**src/rtl/exec_gate_pkg.sv**
```systemverilog
package exec_gate_pkg;

  // Half-open window test: base <= a < base + size, done in 64 bits so
  // base + size never wraps for any address width up to 63.
  function automatic logic in_window(input logic [63:0] a,
                                     input logic [63:0] base,
                                     input logic [63:0] size);
    return (a >= base) && ((a - base) < size);
  endfunction

endpackage

```
**src/rtl/origin_window.sv**
```systemverilog
module origin_window #(
  parameter int unsigned           ADDR_W   = 32,
  parameter logic [ADDR_W-1:0]     ROM_BASE = '0,
  parameter logic [ADDR_W:0]       ROM_SIZE = (ADDR_W+1)'(16384)
) (
  input  logic [ADDR_W-1:0] addr,
  output logic              hit
);
  import exec_gate_pkg::*;

  localparam logic [63:0] BASE64 = 64'(ROM_BASE);
  localparam logic [63:0] SIZE64 = 64'(ROM_SIZE);

  always_comb hit = in_window(64'(addr), BASE64, SIZE64);

endmodule

```
**src/rtl/origin_tracker.sv**
```systemverilog
module origin_tracker (
  input  logic clk,
  input  logic rst_n,
  input  logic fetch_valid,
  input  logic rom_hit,
  output logic granted
);

  always_ff @(posedge clk or negedge rst_n) begin
    if (!rst_n)           granted <= 1'b0;
    else if (fetch_valid) granted <= rom_hit;
  end

  a_r1_reset_blocked: assert property (@(posedge clk) disable iff (!rst_n)
    $rose(rst_n) |-> !granted);
  a_r2_fetch_sets: assert property (@(posedge clk) disable iff (!rst_n)
    (fetch_valid && rom_hit) |=> granted);
  a_r3_fetch_clears: assert property (@(posedge clk) disable iff (!rst_n)
    (fetch_valid && !rom_hit) |=> !granted);
  a_r4_hold_without_fetch: assert property (@(posedge clk) disable iff (!rst_n)
    !fetch_valid |=> $stable(granted));

endmodule

```
**src/rtl/bus_gate.sv**
```systemverilog
module bus_gate #(
  parameter int unsigned ADDR_W = 32,
  parameter int unsigned DATA_W = 32
) (
  input  logic              clk,
  input  logic              rst_n,
  input  logic              granted,
  input  logic              cpu_cs,
  input  logic              cpu_we,
  input  logic [ADDR_W-1:0] cpu_addr,
  input  logic [DATA_W-1:0] cpu_wdata,
  output logic [DATA_W-1:0] cpu_rdata,
  output logic              cpu_ready,
  output logic              per_cs,
  output logic              per_we,
  output logic [ADDR_W-1:0] per_addr,
  output logic [DATA_W-1:0] per_wdata,
  input  logic [DATA_W-1:0] per_rdata,
  input  logic              per_ready
);

  always_comb begin
    per_cs    = cpu_cs & granted;
    per_we    = cpu_we;
    per_addr  = cpu_addr;
    per_wdata = cpu_wdata;
    if (granted) begin
      cpu_rdata = per_rdata;
      cpu_ready = per_ready;
    end else begin
      cpu_rdata = '0;
      cpu_ready = cpu_cs;
    end
  end

  a_r6_blocked_no_request: assert property (@(posedge clk) disable iff (!rst_n)
    !granted |-> !per_cs);
  a_r7_blocked_read_completes: assert property (@(posedge clk) disable iff (!rst_n)
    (!granted && cpu_cs) |-> (cpu_ready && cpu_rdata == '0));
  a_r5_granted_passes: assert property (@(posedge clk) disable iff (!rst_n)
    granted |-> (per_cs == cpu_cs && cpu_ready == per_ready));

endmodule

```
**src/rtl/spi_gate.sv**
```systemverilog
module spi_gate (
  input  logic clk,
  input  logic rst_n,
  input  logic granted,
  input  logic spi_ss_n,
  input  logic spi_sck,
  input  logic spi_mosi,
  output logic spi_miso,
  output logic pad_ss_n,
  output logic pad_sck,
  output logic pad_mosi,
  input  logic pad_miso
);

  always_comb begin
    pad_ss_n = granted ? spi_ss_n : 1'b1;
    pad_sck  = spi_sck  & granted;
    pad_mosi = spi_mosi & granted;
    spi_miso = pad_miso & granted;
  end

  a_r9_pins_idle: assert property (@(posedge clk) disable iff (!rst_n)
    !granted |-> (pad_ss_n && !pad_sck && !pad_mosi && !spi_miso));
  a_r8_pins_follow: assert property (@(posedge clk) disable iff (!rst_n)
    granted |-> (pad_ss_n == spi_ss_n && pad_sck == spi_sck &&
                 pad_mosi == spi_mosi && spi_miso == pad_miso));

endmodule

```
**src/rtl/exec_origin_gate.sv**
```systemverilog
module exec_origin_gate #(
  parameter int unsigned       ADDR_W   = 32,
  parameter int unsigned       DATA_W   = 32,
  parameter logic [ADDR_W-1:0] ROM_BASE = '0,
  parameter logic [ADDR_W:0]   ROM_SIZE = (ADDR_W+1)'(16384)
) (
  input  logic              clk,
  input  logic              rst_n,
  input  logic              fetch_valid,
  input  logic [ADDR_W-1:0] fetch_addr,
  input  logic              cpu_cs,
  input  logic              cpu_we,
  input  logic [ADDR_W-1:0] cpu_addr,
  input  logic [DATA_W-1:0] cpu_wdata,
  output logic [DATA_W-1:0] cpu_rdata,
  output logic              cpu_ready,
  output logic              per_cs,
  output logic              per_we,
  output logic [ADDR_W-1:0] per_addr,
  output logic [DATA_W-1:0] per_wdata,
  input  logic [DATA_W-1:0] per_rdata,
  input  logic              per_ready,
  input  logic              spi_ss_n,
  input  logic              spi_sck,
  input  logic              spi_mosi,
  output logic              spi_miso,
  output logic              pad_ss_n,
  output logic              pad_sck,
  output logic              pad_mosi,
  input  logic              pad_miso
);

  logic rom_hit;
  logic granted;

  origin_window #(.ADDR_W(ADDR_W), .ROM_BASE(ROM_BASE), .ROM_SIZE(ROM_SIZE))
    u_window (.addr(fetch_addr), .hit(rom_hit));

  origin_tracker u_tracker (
    .clk(clk), .rst_n(rst_n), .fetch_valid(fetch_valid),
    .rom_hit(rom_hit), .granted(granted));

  bus_gate #(.ADDR_W(ADDR_W), .DATA_W(DATA_W)) u_bus (
    .clk(clk), .rst_n(rst_n), .granted(granted),
    .cpu_cs(cpu_cs), .cpu_we(cpu_we), .cpu_addr(cpu_addr), .cpu_wdata(cpu_wdata),
    .cpu_rdata(cpu_rdata), .cpu_ready(cpu_ready),
    .per_cs(per_cs), .per_we(per_we), .per_addr(per_addr), .per_wdata(per_wdata),
    .per_rdata(per_rdata), .per_ready(per_ready));

  spi_gate u_spi (
    .clk(clk), .rst_n(rst_n), .granted(granted),
    .spi_ss_n(spi_ss_n), .spi_sck(spi_sck), .spi_mosi(spi_mosi), .spi_miso(spi_miso),
    .pad_ss_n(pad_ss_n), .pad_sck(pad_sck), .pad_mosi(pad_mosi), .pad_miso(pad_miso));

endmodule

```
**config.mk**
```make
export PLATFORM = sky130hd
export DESIGN_NAME = exec_origin_gate
export DESIGN_NICKNAME = d
export VERILOG_FILES = /design/src/rtl/exec_gate_pkg.sv /design/src/rtl/origin_window.sv /design/src/rtl/origin_tracker.sv /design/src/rtl/bus_gate.sv /design/src/rtl/spi_gate.sv /design/src/rtl/exec_origin_gate.sv
export SDC_FILE = /design/constraint.sdc
export NUM_CORES = 1
export LEC_CHECK = 0
export CAP_MARGIN = 15
export CORE_AREA = 10 10 84 86
export DETAILED_ROUTE_END_ITERATION = 10
export DIE_AREA = 0 0 94 96
export DONT_BUFFER_PORTS = 1
export PLACE_DENSITY = 0.38
export SETUP_SLACK_MARGIN = 0.5
export SLEW_MARGIN = 20
export SYNTH_ARGS = -nofsm -noshare
export SYNTH_HDL_FRONTEND = slang
export SYNTH_SLANG_ARGS = --single-unit
```
**constraint.sdc**
```tcl
create_clock -name clk -period 0.8 [get_ports clk]
set_input_delay 0.08 -clock clk [delete_from_list [all_inputs] [get_ports clk]]
set_output_delay 0.08 -clock clk [all_outputs]
set_load 0.01 [all_outputs]
```
# Yosys cells after proc, flatten, opt, wreduce, memory -nomap -nowiden
# Index checks and enable logic that the tools add are counted.
[totals]
reg_bits = 1
word_cells = 9
[classes]
magnitude_cmp = 1
muxes = 3
bitwise_logic = 4
[op_table]
columns = ["op", "count"]
rows = [
  ["32-bit by 15-bit less-than comparator with 1-bit output (second input constant)", 1],
  ["32-bit two-way mux", 1],
  ["1-bit AND", 4],
  ["1-bit two-way mux", 2],
]

# Longest topological paths before layout
[depth]
ltp_word = 1
depth_mapped = 3
depth_no_buf = 3

# Hierarchy
# From an unflattened synthesis, not the netlist that was laid out.
[hier_totals]
cells_unflattened = 114
area_unflattened_um2 = 870.8
[by_module_without_submodules]
columns = ["module", "instances", "cells_per_inst", "area_per_inst_um2"]
rows = [
  ["bus_gate", 1, 102, 762.0],
  ["origin_window", 1, 6, 43.8],
  ["origin_tracker", 1, 2, 40.0],
  ["spi_gate", 1, 4, 25.0],
]

# Worst setup path before layout
# OpenSTA, ideal clock, no wires.
[synth_path]
kind = "register -> output"
from = "register u_tracker.granted"
to = "output cpu_ready"
t_arrival_ns = 0.852
t_required_ns = 0.720
path_slack_ns = -0.132
stages_incl_launch_ff = 3
n_path_buf = 1
path_cell_list = "dfrtp_1 -> buf_2 -> mux2_2"
[synth_between]
elab_chain_len = 1
[synth_lines]
columns = ["element", "line_no", "rtl"]
rows = [
  ["start, declared", "origin_tracker.sv:6", "output logic granted"],
  ["start signal, assigned", "origin_tracker.sv:11", "else if (fetch_valid) granted <= rom_hit;"],
  ["1-bit two-way mux", "bus_gate.sv:27", "if (granted) begin"],
  ["end, declared", "exec_origin_gate.sv:16", "output logic cpu_ready,"],
]
# Every way passes these cells.

# Final worst setup path
# Ends and elaborated chain as after synthesis.

==> results.yml <==
placed_design:
  gp_congestion: 0.6045
  portBuffers: 0
  placed_cell_area_sq_um: 480.5
  dpl_worst_slack_ns: -0.1570
  dp.final_hpwl_mm: 2.844
  place_inst: 121
sta:
  setup_viol: 39
  hold_viol_final: 1
  hold-worst-slack_ns: -0.2156
  skew_ns: 0
  rsz0062_at_grt: "true"
  period_share_pct: 119.1
  drv_slew: 0
  timing.fmax_mhz: 1049
  timing.final.ws_setup_ns: -0.1531
  tightest_slew_ns: 0.2160
  period_needed_ns: 0.9531
  maxSlewHeadroom_pct: 85.44
route:
  first_pass_iters: 1
  wl_per_cell_um: 25.28
  ant_nets: 0
  route.detailed.drc: 0
  vias: 453
  drt-vias-per-instance: 3.683
  routed_wirelength_mm: 3.109
  first_iter_violations: 0
power_and_ir_drop:
  net-switching-power_uw: 3.896
  power_density_nw_per_um2: 119.3
  p_int_uw: 65.39
  clkPwrFrac_pct: 0
  pwr-share-comb_pct: 25.7
  ir_worst_vdd_mv: 0.1865
  switching_share_pct: 5.622
  pwr-share-seq_pct: 74.3
  p_leak_nw: 0.2123
floorplanning:
  num_rows: 27
  die-area_sq_um: 9024
  initial_core_util_pct: 15.81
  core-area_sq_um: 5405
  io_pins: 241
  die_h_um: 96
  dieWidth_um: 94
critical_path:
  crit_type: "register to output pin"
  cp-start-kind: "register"
  timing.rr.start: "u_tracker.granted$_DFFE_PN0P_"
  worst_ep_required_time_ns: 0.72
  crit_arrival_ns: 0.87
  worstPathMaxFanout: 10
  r2r_slack_ns: -0.01
  rr_endpoint: "u_tracker.granted$_DFFE_PN0P_"
  worstSetupEndpointType: "output pin"
  r2r_cells: 3
outcome:
  status: "finished with violations"
  violations: "negative hold slack, negative setup slack"
final_layout:
  top_register: "u_tracker.granted"
  n_fill_cell: 632
  utilization_pct: 10.74
  register_area_sq_um: 26.28
  nets: 191
  layout-drive-gt1-share_pct: 68.63
  area.growth.synth_to_final_pct: -32.06
  largest_register_ffs: 1
  diodes: 0
  multi_input_comb_area_sq_um: 397.9
  final-instance-count-excl-fill: 123
  final_area_sq_um: 580.6
  reg.largest.list: "u_tracker.granted x1"
global_routing:
  grt_first_pass_wirelength_mm: 3.836
  grt_overflow: 0
  first_global_vias: 529
  grt_usage_pct: 5.357
  antenna_found_initial: 0
  grt_max_degree: 20
yosys:
  synth_area_sq_um: 854.6
  ys_types: 12
  synth_cells: 115
  synth_edf_count: 0
  ys_async_sr_fraction_pct: 100.0
  syn_area_per_cell_sq_um: 7.431
  yosysTopAreaCell: "buf_4"
  synth_ff_type: "dfrtp_1"
  yosysSeqAreaShare_pct: 2.928
  synth_most_common_cell: "buf_4"
  ys_ff_latch: 1
  synth_area_leaders: "buf_4 57%, and2_1 26%, nor4_2 4.4%"
  synthTopCellsByCount: "65 x buf_4, 36 x and2_1, 3 x nor4_2"
  ys.warnings.count: 0
  yosys.area.top_type_share_pct: 57.10
  syn-num-nets: 253
clock_tree:
  cts.clk_slew.worst_paths_ns: 0
  clock_latency_ns: 0
worst_hold_path:
  hold_class: "input pin to asynchronous set/reset pin"
flow_run:
  drv_cap: 0
==> critical path, stage by stage, from the launching register on <==
cell and delay, ns:
dfrtp_2 0.41, buf_12 0.15, mux2_4 0.31
==> power by group through the flow <==
stage                     Combinational [mW]  Clock (mW)  Sequential (mW)
final                                 0.0178           0           0.0515
after floorplan                        0.349           0           0.0515
after global routing                  0.0188           0           0.0515
after global placement                0.0155           0           0.0515
after CTS                             0.0181           0           0.0515
after detailed placement              0.0153           0           0.0515
==> logic make-up after synthesis <==
| kind of cell | Yosys count | synth area share, % |
|---|---|---|
| buffers and inverters | 69 | 59.15 |
| and+or+nand+nor | 43 | 34.70 |
| AOI/OAI and AO/OA | 1 | 1.904 |
| muxes | 1 | 1.318 |
| DFF | 1 | 2.928 |
==> repair_timing <==
action                                  4_1_cts  5_1_grt
endpoints found under the setup margin       39       39
endpoints found under the hold margin         1        1
setup buffers                                 2        0
gates resized for setup                      11       14
==> per-stage QoR <==
stage / TNS [ns] / power (mW)
final: -1.897 / 0.06929
after global routing: -3.196 / 0.07026
after CTS: -3.578 / 0.06965
after detailed placement: -2.613 / 0.06681
after global placement: -2.274 / 0.06705
after floorplan: -1.243 / 0.4004
==> how the worst max path moves through the flow <==
stage	from	end	slack, ns
4_1_cts	u_tracker.granted$_DFFE_PN0P_	cpu_ready	-0.15
6_report	u_tracker.granted$_DFFE_PN0P_	cpu_ready	-0.15
2_1_floorplan	u_tracker.granted$_DFFE_PN0P_	cpu_ready	-0.09
3_5_place_dp	u_tracker.granted$_DFFE_PN0P_	cpu_ready	-0.16
3_3_place_gp	u_tracker.granted$_DFFE_PN0P_	cpu_ready	-0.15
5_1_grt	u_tracker.granted$_DFFE_PN0P_	cpu_ready	-0.17
==> final cells by class <==
| cell class | instances | share of cell area, % |
|---|---|---|
| Multi-Input combinational cell | 45 | 68.53 |
| Tap cell | 72 | 15.52 |
| Timing Repair Buffer | 5 | 11.42 |
| Sequential cell | 1 | 4.526 |
==> placed cells by master (no fill, tap or decap) <==
master     n
nand4_1    1
nor4_4     1
nand2b_1   1
and2_4    21
nand2b_4   1
and2_2     1
buf_4      2
dfrtp_2    1
buf_12     2
nor4_2     2
mux2_4     1
o41ai_2    1
nor4b_2    1
buf_6      1
and2_1    14
==> per-layer routing <==
metal / GRT usage [%] / vias to the layer above / share of wire [%] / wire [um]
met2: 9.677 / 84 / 53 / 1640
li1: - / 163 / - / -
met3: 4.358 / 28 / 20 / 615
met1: 3.565 / 178 / 23 / 705
met5: 0 / - / 0 / 0
met4: 3.797 / 0 / 4.7 / 146
No activity file was read; power rests on OpenSTA's default activity.
